[src/rtl/colgen_pkg.sv]
package colgen_pkg;
  typedef logic [2:0] len_code_t;
  localparam len_code_t LEN_FULL_PAGE = 3'd7;
  localparam int        LEN_MAX_LOG   = 3;
endpackage

[src/rtl/colgen_len_decode.sv]
module colgen_len_decode
  import colgen_pkg::*;
#(
  parameter int COL_W = 9
) (
  input  len_code_t        code_i,
  output logic [COL_W-1:0] wrap_mask_o,
  output logic             full_o
);
  always_comb begin
    wrap_mask_o = '0;
    full_o      = 1'b0;
    if (code_i == LEN_FULL_PAGE) begin
      wrap_mask_o = '1;
      full_o      = 1'b1;
    end else if (int'(code_i) <= LEN_MAX_LOG) begin
      for (int b = 0; b < COL_W; b++) begin
        if (b < int'(code_i)) wrap_mask_o[b] = 1'b1;
      end
    end
  end
endmodule

[src/rtl/colgen_next_col.sv]
module colgen_next_col #(
  parameter int COL_W = 9
) (
  input  logic [COL_W-1:0] col_i,
  input  logic [COL_W-1:0] mask_i,
  output logic [COL_W-1:0] col_o
);
  logic [COL_W-1:0] incr;
  assign incr = col_i + 1'b1;
  for (genvar b = 0; b < COL_W; b++) begin : g_bit
    assign col_o[b] = mask_i[b] ? incr[b] : col_i[b];
  end
endmodule

[src/rtl/sdram_burst_colgen.sv]
module sdram_burst_colgen
  import colgen_pkg::*;
#(
  parameter int COL_W  = 9,
  parameter int BANK_W = 2
) (
  input  logic              clk,
  input  logic              rst,
  input  logic              start_i,
  input  logic [COL_W-1:0]  start_col_i,
  input  logic [BANK_W-1:0] start_bank_i,
  input  logic [2:0]        len_code_i,
  input  logic              auto_pre_i,
  input  logic              term_i,
  output logic              valid_o,
  output logic [COL_W-1:0]  col_o,
  output logic [BANK_W-1:0] bank_o,
  output logic              last_o,
  output logic              precharge_o
);
  localparam logic [COL_W-1:0] ONE = {{(COL_W-1){1'b0}}, 1'b1};

  logic [COL_W-1:0]  dec_mask;
  logic              dec_full;
  logic [COL_W-1:0]  step_col;

  logic              valid_q, last_q, pre_q, full_q, ap_q;
  logic [COL_W-1:0]  col_q, mask_q, left_q;
  logic [BANK_W-1:0] bank_q;

  colgen_len_decode #(.COL_W(COL_W)) u_dec (
    .code_i      (len_code_t'(len_code_i)),
    .wrap_mask_o (dec_mask),
    .full_o      (dec_full)
  );

  colgen_next_col #(.COL_W(COL_W)) u_step (
    .col_i  (col_q),
    .mask_i (mask_q),
    .col_o  (step_col)
  );

  always_ff @(posedge clk) begin
    if (rst) begin
      valid_q <= 1'b0;
      last_q  <= 1'b0;
      pre_q   <= 1'b0;
      full_q  <= 1'b0;
      ap_q    <= 1'b0;
      col_q   <= '0;
      mask_q  <= '0;
      left_q  <= '0;
      bank_q  <= '0;
    end else if (start_i) begin
      valid_q <= 1'b1;
      col_q   <= start_col_i;
      bank_q  <= start_bank_i;
      mask_q  <= dec_mask;
      full_q  <= dec_full;
      left_q  <= dec_mask;
      ap_q    <= auto_pre_i;
      last_q  <= !dec_full && (dec_mask == '0);
      pre_q   <= !dec_full && (dec_mask == '0) && auto_pre_i;
    end else if (valid_q) begin
      if (term_i || last_q) begin
        valid_q <= 1'b0;
        last_q  <= 1'b0;
        pre_q   <= 1'b0;
      end else begin
        col_q   <= step_col;
        left_q  <= left_q - 1'b1;
        last_q  <= !full_q && (left_q == ONE);
        pre_q   <= !full_q && (left_q == ONE) && ap_q;
      end
    end
  end

  assign valid_o     = valid_q;
  assign col_o       = col_q;
  assign bank_o      = bank_q;
  assign last_o      = last_q;
  assign precharge_o = pre_q;
endmodule

[config.mk]
export PLATFORM = sky130hd
export DESIGN_NAME = sdram_burst_colgen
export DESIGN_NICKNAME = d
export VERILOG_FILES = /design/src/rtl/colgen_pkg.sv /design/src/rtl/colgen_len_decode.sv /design/src/rtl/colgen_next_col.sv /design/src/rtl/sdram_burst_colgen.sv
export SDC_FILE = /design/constraint.sdc
export NUM_CORES = 1
export LEC_CHECK = 0
export BUFFER_PORTS_ARGS = -buffer_cell sky130_fd_sc_hd__buf_4
export CORE_MARGIN = 2
export CORE_UTILIZATION = 41
export CTS_BUF_LIST = sky130_fd_sc_hd__clkbuf_8
export CTS_CLUSTER_SIZE = 16
export DETAILED_ROUTE_END_ITERATION = 10
export MAX_ROUTING_LAYER = met4
export PLACE_DENSITY = 0.74
export SKIP_CTS_REPAIR_TIMING = 1
export SYNTH_ARGS = -nofsm -noshare
export SYNTH_HDL_FRONTEND = slang
export SYNTH_SLANG_ARGS = --single-unit
[constraint.sdc]
create_clock -name clk -period 1.6 [get_ports clk]
set_input_delay 0.48 -clock clk [delete_from_list [all_inputs] [get_ports clk]]
set_output_delay 0.48 -clock clk [all_outputs]
set_load 0.02 [all_outputs]
==> flow_summary.json, run 1 <==
{
  "status": "finished, violations left",
  "violations": "setup timing",
  "rsz0062_at_grt": "true",
  "grt_pass1_vias": 1264,
  "yosys.cell_types.count": 39,
  "htreeDepth": 1,
  "cp_max_fo": 4,
  "clkSinkCount": 28,
  "fin_nets": 233,
  "cts_tree": "built",
  "r2r_cells": 4,
  "synthesis.area_mm2": 0.001435,
  "endpoint_kind": "register",
  "setup_viol": 1,
  "drv_cap": 0,
  "grt_max_degree": 23,
  "die_area_mm2": 0.003990,
  "powerDensity_mw_per_mm2": 878.4,
  "place_congestion": 0.8323,
  "core_area_mm2": 0.003337,
  "die_h_um": 63.17,
  "firstDrtPassIters": 4,
  "skew_ns": 0.008725,
  "synth_edf_count": 0,
  "placed_area_mm2": 0.001829,
  "hp-class": "input pin to register",
  "required_ns": 1.78,
  "hold_violations": 0,
  "syn_nets": 188,
  "min_period_ns": 1.614,
  "seq_area_frac_synth_pct": 39.06,
  "start_util_pct": 43.01,
  "drv_slew": 0,
  "regToRegEndpoint": "left_q[7]",
  "stdcell_count": 256,
  "ant_nets": 0,
  "setup.worst_path.end": "left_q[7]",
  "cts.clk_slew.worst_paths_ns": 0.10,
  "async_reset_ff_share_pct": 0,
  "final_util_pct": 58.19,
  "ys.warnings.count": 0,
  "power.switching_uw": 439.5,
  "synth-main-ff-cell": "dfxtp_1",
  "ys_ff_latch": 28,
  "dp.cells": 251,
  "hpwl_mm": 2.478,
  "n_antenna_cell": 0,
  "grt_overflow": 0,
  "synth_top_area_share_pct": 39.06,
  "synth_area_leaders": "dfxtp_1 39%, a21oi_1 5.2%, a211oi_1 4.7%, xnor2_1 4.3%, nor2_1 4.2%",
  "irDropWorstVdd_v": 0.0005170,
  "rows": 21,
  "combPwrFrac_pct": 21.2,
  "via_count": 1410,
  "timing.final.ws_setup_ns": -0.01353,
  "clk_latency_ns": 0.27,
  "drive_gt1_share_pct": 34.76,
  "portBuffers": 32,
  "track_usage_pct": 17.87,
  "synthCells": 166,
  "power.internal_uw": 1266,
  "synth_top_area_cell": "dfxtp_1",
  "avgViaCountPerCell": 5.508,
  "r2r-start": "left_q[1]",
  "p_sw_share_pct": 25.77,
  "die_x_um": 63.17,
  "wire_per_inst_um": 12.83,
  "p_clk_share_pct": 32.3,
  "final_area_mm2": 0.001942,
  "antenna_found_initial": 0,
  "seq_power_share_pct": 46.5,
  "clock_tree.root_cell": "clkbuf_8",
  "synth_area_per_cell_um2": 8.645,
  "p_leak_uw": 0.0007726,
  "ctsLongestPathBuffers": 2,
  "grt_pass1_wl_mm": 5.602,
  "drtIter0Drc": 49,
  "ios": 33,
  "critPathLaunch": "left_q[1]",
  "worstMarginPinSlew_ns": 0.3509,
  "numCtsBuffers": 3,
  "areaGrowthSynthToFinish_pct": 35.31,
  "crit_type": "register to register",
  "finalCritPeriodShare_pct": 100.8,
  "worst-endpoint-arrival_ns": 1.80,
  "relSlewSlack_pct": 76.39,
  "wl_mm": 3.284,
  "max_freq_mhz": 619.8,
  "rrSetupSlack_ns": -0.01,
  "drc": 0,
  "start_kind": "register"
}
-- kinds of logic after synthesis --
| logic type | synth area share [%] |
|---|---|
| simple gates | 25.02 |
| mux | 1.395 |
| compound gates | 20.92 |
| xor+xnor | 6.103 |
| flops | 39.06 |
| buf+inv | 4.882 |
| fa+ha+maj | 2.616 |
-- cell usage after synthesis, types with 2 or more instances --
cell type and number:
or3b_1 2, a311oi_1 6, xnor2_1 7, ha_1 3
nand4_1 5, and3_1 3, buf_2 2, mux2i_1 2
a211oi_2 2, xor2_1 3, nor3_1 3, nand2_1 13
o211ai_1 3, a211oi_1 9, nor3b_1 2, nor4_1 3
inv_1 5, nand3_1 6, a21boi_0 2, a21oi_1 15
dfxtp_1 28, clkbuf_1 7, nor2_1 16, nor3_2 4
-- metrics by stage --
step           TNS (ns)  setup WS (ns)  hold WS [ns]  power (uW)
3_5_place_dp     -1.072        -0.1226        0.4519        1151
5_1_grt         -0.2145       -0.07286        0.4470        1804
4_1_cts        -0.04193       -0.04193        0.4310        1715
3_3_place_gp    -0.7238       -0.09517        0.4459        1148
2_1_floorplan         0        0.02926        0.4366       995.9
6_report       -0.01353       -0.01353        0.4337        1706
-- how the worst min path moves through the flow --
stage	start	endpoint	slack, ns	cells after the start
after floorplan	ap_q	ap_q	0.44	2
after global placement	ap_q	ap_q	0.45	2
after detailed placement	ap_q	ap_q	0.45	2
after CTS	start_bank_i[1]	bank_o[1]	0.43	3
after global routing	rst	col_o[8]	0.45	2
final	start_bank_i[1]	bank_o[1]	0.43	3
-- routing by layer --
metal  vias up  part of all wire [%]  track usage (%)
li1        701                     -                -
met1       678                    47            21.51
met2        29                    48            30.59
met3         2                   4.1            2.500
met4         0                  0.64            6.111
met5         -                     0                -
-- power groups by stage --
stage	clock, uW	combinational, uW	sequential, uW
after floorplan	0	173	823
after global placement	0	343	805
after detailed placement	0	346	805
after CTS	578	347	790
after global routing	606	395	802
final	552	361	793
-- final cells by class --
class | count | area [um^2]
Fill cell | 306 | 1395
Multi-Input combinational cell | 122 | 829.5
Sequential cell | 28 | 566.8
Timing Repair Buffer | 51 | 395.4
Tap cell | 46 | 57.56
Clock buffer | 3 | 41.29
Clock inverter | 1 | 30.03
Inverter | 5 | 21.27
-- critical path: stages (launching register included) --
cell	delay (ns)
dfxtp_4	0.37
or4_4	0.51
o41ai_1	0.29
a21oi_1	0.12
a311oi_1	0.23
-- layout by cell type (no fill, tap or decap), types with 2 or more instances in the layout --
cell	n
a311oi_1	6
xor2_1	3
a211oi_2	2
nor2_1	16
dfxtp_2	2
nor3_2	4
ha_1	2
nor3_1	3
mux2i_1	2
nor4_1	3
inv_1	3
o211ai_1	3
dfxtp_1	25
nand2_1	13
a21oi_1	15
nor3b_2	2
nand3_1	6
nand4_1	5
a211oi_1	9
xnor2_1	7
a21boi_0	2
and3_1	3
clkbuf_8	3
buf_4	50
-- sequential cells by signal (all words and copies together), names as in the netlist --
signal       cells
ap_q             1
bank_o           2
col_o            9
last_o           1
left_q           9
mask_q           4
precharge_o      1
valid_o          1
No activity file was read; power rests on OpenSTA's default activity.
==> run 2, diff against run 1 <==
--- a/config.mk
+++ b/config.mk
@@ -13,6 +13,7 @@
 export DETAILED_ROUTE_END_ITERATION = 10
 export MAX_ROUTING_LAYER = met4
 export PLACE_DENSITY = 0.74
+export RECOVER_POWER = 50
 export SKIP_CTS_REPAIR_TIMING = 1
 export SYNTH_ARGS = -nofsm -noshare
 export SYNTH_HDL_FRONTEND = slang
==> run 2 against run 1 <==
Effect of this change: the flow still finishes with violations (setup timing); combinational power down 5%; cell area fell by 3.1%; fmax about the same; cell count stayed put; count of clock-buffer cells in the layout did not move; global-route usage unchanged; register-to-register slack about the same.
==> flow_summary.json, run 2 (synthesis gave the netlist of run 1 again) <==
{
  "hold_depth": 3,
  "final_cell_mix": "38 x buf_4, 25 x dfxtp_1, 16 x nor2_1",
  "cp_max_fo": 4,
  "crit_type": "register to register",
  "die_x_um": 63.17,
  "final_area_mm2": 0.001882,
  "clock_tree.root_cell": "clkbuf_8",
  "p_clk_share_pct": 32.8,
  "ctsLongestPathBuffers": 2,
  "powerDensity_mw_per_mm2": 896.9,
  "drive_gt1_share_pct": 29.05,
  "track_usage_pct": 17.87,
  "skew_ns": 0.008662,
  "final_common_cell": "buf_4",
  "hold_slack_ns": 0.4334,
  "worst-endpoint-arrival_ns": 1.80,
  "rsz0062_at_grt": "true",
  "firstDrtPassIters": 4,
  "grt_overflow": 0,
  "worst-path-buf-inv": 0,
  "irDropWorstVdd_v": 0.0005102,
  "via_count": 1399,
  "timing.final.ws_setup_ns": -0.01382,
  "start_kind": "register",
  "clkSinkCount": 28,
  "max_freq_mhz": 619.6,
  "worstMarginPinSlew_ns": 0.4410,
  "crit_slowest_cell": "or4_4",
  "hpwl_mm": 2.478,
  "drv_slew": 0,
  "drv_cap": 0,
  "combPwrFrac_pct": 20.2,
  "critPathLaunch": "left_q[1]",
  "finalCritPeriodShare_pct": 100.9,
  "grt_pass1_vias": 1264,
  "setup_viol": 1,
  "max_stage_delay_ns": 0.51,
  "ios": 33,
  "regToRegEndpoint": "left_q[7]",
  "min_period_ns": 1.614,
  "endpoint_kind": "register",
  "drc": 0,
  "required_ns": 1.78,
  "start_util_pct": 43.01,
  "place_congestion": 0.8323,
  "wl_mm": 3.308,
  "fin_nets": 233,
  "numCtsBuffers": 3,
  "die_h_um": 63.17,
  "rows": 21,
  "portBuffers": 32,
  "cts.clk_slew.worst_paths_ns": 0.10,
  "grt_pass1_wl_mm": 5.602,
  "rrSetupSlack_ns": -0.01,
  "final_util_pct": 56.39,
  "multi_input_area_um2": 829.5,
  "n_antenna_cell": 0,
  "power.switching_uw": 440.7,
  "areaGrowthSynthToFinish_pct": 31.12,
  "ant_nets": 0,
  "regArea_um2": 566.8,
  "htreeDepth": 1,
  "min_to": "bank_o[1]",
  "die_area_mm2": 0.003990,
  "relSlewSlack_pct": 70.60,
  "r2r_cells": 4,
  "path_cells": "or4_4 -> o41ai_1 -> a21oi_1 -> a311oi_1",
  "placed_area_mm2": 0.001829,
  "wire_per_inst_um": 12.92,
  "cp_top_family": "compound AO/OA/AOI/OAI gates",
  "clk_latency_ns": 0.27,
  "violations": "setup timing",
  "cts_tree": "built",
  "p_leak_uw": 0.0007208,
  "hp-class": "input pin to register",
  "antenna_found_initial": 0,
  "p_sw_share_pct": 26.11,
  "seq_power_share_pct": 47.0,
  "fin_setup_tns_ns": -0.01382,
  "grt_max_degree": 23,
  "nFillCells": 319,
  "r2r-start": "left_q[1]",
  "avgViaCountPerCell": 5.465,
  "status": "finished, violations left",
  "core_area_mm2": 0.003337,
  "holdCritStartpoint": "start_bank_i[1]",
  "power.internal_uw": 1247,
  "hold_violations": 0,
  "cp.depth": 4,
  "drtIter0Drc": 45
}
## run 2: worst max path at each step
| stage | endpoint | slack, ns |
|---|---|---|
| after global routing | left_q[8] | -0.07 |
| after CTS | left_q[6] | -0.04 |
| after floorplan | col_o[6] | 0.03 |
| after global placement | col_o[6] | -0.1 |
| final | left_q[7] | -0.01 |
| after detailed placement | col_o[6] | -0.12 |
## run 2: stage by stage
| step | worst slack (ns) | instances | power [uW] |
|---|---|---|---|
| 2_1_floorplan | 0.02926 | 166 | 995.9 |
| 3_3_place_gp | -0.09517 | 251 | 1148 |
| 3_5_place_dp | -0.1226 | 251 | 1151 |
| 4_1_cts | -0.04193 | 255 | 1715 |
| 5_1_grt | -0.07286 | 256 | 1783 |
| 6_report | -0.01382 | 256 | 1688 |
## run 2: metal layers
layer | track usage, % | part of all wire, % | vias up
li1 | - | - | 697
met1 | 21.51 | 48 | 675
met2 | 30.59 | 48 | 25
met3 | 2.500 | 3.8 | 2
met4 | 6.111 | 0.63 | 0
met5 | - | 0 | -
## run 2: power by group through the flow
stage | registers (uW) | clock network, uW | logic, uW
finish | 793 | 553 | 342
global route | 802 | 606 | 375
CTS | 790 | 578 | 347
detailed placement | 805 | 0 | 346
global placement | 805 | 0 | 343
floorplan | 823 | 0 | 173
## run 2: area by class of cell
type	count	area share [%]
Multi-Input combinational cell	122	44.08
Sequential cell	28	30.12
Timing Repair Buffer	51	17.82
Tap cell	46	3.059
Clock buffer	3	2.194
Clock inverter	1	1.596
Inverter	5	1.130
## run 2: worst register-to-register path, delay by kind of cell (launching register included)
family | cells | cell delay, ns
DFF | 1 | 0.37
and+or+nand+nor | 1 | 0.51
AOI/OAI and AO/OA | 3 | 0.64
==> run 3, diff against run 2 <==
--- a/config.mk
+++ b/config.mk
@@ -7,12 +7,12 @@
 export LEC_CHECK = 0
 export BUFFER_PORTS_ARGS = -buffer_cell sky130_fd_sc_hd__buf_4
 export CORE_MARGIN = 2
-export CORE_UTILIZATION = 41
+export CORE_UTILIZATION = 59
 export CTS_BUF_LIST = sky130_fd_sc_hd__clkbuf_8
 export CTS_CLUSTER_SIZE = 16
 export DETAILED_ROUTE_END_ITERATION = 10
 export MAX_ROUTING_LAYER = met4
-export PLACE_DENSITY = 0.74
+export PLACE_DENSITY = 0.94
 export RECOVER_POWER = 50
 export SKIP_CTS_REPAIR_TIMING = 1
 export SYNTH_ARGS = -nofsm -noshare
==> constraint.sdc (replaced) <==
create_clock -name clk -period 1.9 [get_ports clk]
set_input_delay 0.57 -clock clk [delete_from_list [all_inputs] [get_ports clk]]
set_output_delay 0.57 -clock clk [all_outputs]
set_load 0.02 [all_outputs]
==> run 3 against run 2 <==
Effect of this change: the run now ends clean; sequential share of layout area up 2.6 points; core utilization is 20 points higher; hold slack improved by 0.046 ns; total power shrank 18%; cell area down 9.0%; via count shrank 3.4%; non-clock buffer count is 15 lower; sequential cell count is the same; largest cell class unchanged.
==> flow_summary.json, run 3 (synthesis gave the netlist of run 1 again) <==
{
  "drv_slew": 0,
  "track_usage_pct": 28.61,
  "hpwl_mm": 2.540,
  "numCtsBuffers": 3,
  "ctsLongestPathBuffers": 2,
  "cp_top_family": "compound AO/OA/AOI/OAI gates",
  "via_count": 1351,
  "nFillCells": 182,
  "antenna_found_initial": 0,
  "finalCritPeriodShare_pct": 92.54,
  "grt_pass1_vias": 1285,
  "grt_overflow": 0,
  "crit_slowest_cell": "or3b_1",
  "cts.clk_slew.worst_paths_ns": 0.10,
  "final_common_cell": "dfxtp_1",
  "ant_nets": 0,
  "core_area_mm2": 0.002255,
  "worst-endpoint-arrival_ns": 1.95,
  "r2r-start": "left_q[0]",
  "rows": 17,
  "dp.cells": 219,
  "hp-class": "register to register",
  "final_cell_mix": "28 x dfxtp_1, 23 x buf_4, 16 x nor2_1",
  "endpoint_kind": "register",
  "rsz0062_at_grt": "false",
  "clk_latency_ns": 0.28,
  "min_to": "mask_q[2]",
  "clkSinkCount": 28,
  "firstDrtPassIters": 4,
  "required_ns": 2.09,
  "regToRegEndpoint": "left_q[6]",
  "drtIter0Drc": 49,
  "wire_per_inst_um": 15.57,
  "areaGrowthSynthToFinish_pct": 19.27,
  "crit_type": "register to register",
  "n_antenna_cell": 0,
  "holdCritStartpoint": "mask_q[2]",
  "clock_tree.root_cell": "clkbuf_8",
  "die_area_mm2": 0.002843,
  "r2r_cells": 6,
  "powerDensity_mw_per_mm2": 810.6,
  "hold_violations": 0,
  "htreeDepth": 1,
  "cp_max_fo": 4,
  "place_congestion": 0.7820,
  "worst-path-buf-inv": 1,
  "min_period_ns": 1.758,
  "start_util_pct": 63.65,
  "max_stage_delay_ns": 0.44,
  "portBuffers": 32,
  "hold_depth": 2,
  "drv_cap": 0,
  "grt_pass1_wl_mm": 5.802,
  "drc": 0,
  "die_x_um": 53.32,
  "cts_tree": "built",
  "irDropWorstVdd_v": 0.0009195,
  "status": "completed",
  "worstMarginPinSlew_ns": 0.6184,
  "ios": 33,
  "fin_nets": 218,
  "relSlewSlack_pct": 58.77,
  "p_leak_uw": 0.0006355,
  "start_kind": "register",
  "max_freq_mhz": 568.7,
  "hold_slack_ns": 0.4792,
  "drive_gt1_share_pct": 18.46,
  "avgViaCountPerCell": 6.058,
  "grt_max_degree": 24,
  "setup_viol": 0,
  "path_cells": "inv_1 -> ha_1 -> or3b_1 -> o31ai_1 -> a21oi_1 -> a311oi_1",
  "rrSetupSlack_ns": 0.14,
  "skew_ns": 0.006862,
  "die_h_um": 53.32,
  "stdcell_count": 223,
  "wl_mm": 3.473
}
==> run 3: worst register-to-register path, cell delays in order, from the launching register on <==
cell and delay, ns:
dfxtp_1 0.36, inv_1 0.11, ha_1 0.18, or3b_1 0.44
o31ai_1 0.25, a21oi_1 0.11, a311oi_1 0.23
==> run 3: per-layer routing <==
layer  part of all wire [%]  global-route usage, %  routed length, um  vias to the layer above
met5                      0                      -                  0                        -
met4                    1.1                  9.402                 39                        0
met3                    5.8                  5.650                201                        6
met2                     50                  47.53               1742                       56
met1                     43                  34.55               1490                      621
li1                       -                      -                  -                      668
==> run 3: layout make-up <==
class / count / area (um^2) / area share [%]
Multi-Input combinational cell: 122 / 804.5 / 47.00
Sequential cell: 28 / 560.5 / 32.75
Timing Repair Buffer: 36 / 221.5 / 12.94
Clock buffer: 3 / 41.29 / 2.412
Tap cell: 28 / 35.03 / 2.047
Clock inverter: 1 / 30.03 / 1.754
Inverter: 5 / 18.77 / 1.096
==> run 3: power breakdown <==
| part | internal (uW) | switching (uW) | total (uW) |
|---|---|---|---|
| clock | 282 | 185 | 468 |
| sequential | 625 | 46.9 | 672 |
| combinational | 109 | 139 | 248 |
==> run 3: worst max path at each step <==
stage	from	to	depth (start not counted)
floorplan	term_i	col_o[6]	5
global placement	term_i	col_o[8]	6
detailed placement	term_i	col_o[5]	6
CTS	left_q[0]	left_q[6]	6
global route	left_q[0]	left_q[6]	6
finish	left_q[0]	left_q[6]	6
==> run 3: stage by stage <==
step / utilization, % / setup TNS [ns] / setup WS (ns) / cell area (um^2) / total power (uW)
after floorplan: - / 0 / 0.2755 / 1435 / 838.7
after global placement: 74.92 / 0 / 0.09868 / 1689 / 926.1
after detailed placement: 74.92 / -0.01647 / -0.008311 / 1689 / 942.8
after CTS: 78.08 / 0 / 0.1554 / 1760 / 1406
after global routing: 75.92 / 0 / 0.04659 / 1712 / 1448
final: 75.92 / 0 / 0.1417 / 1712 / 1387
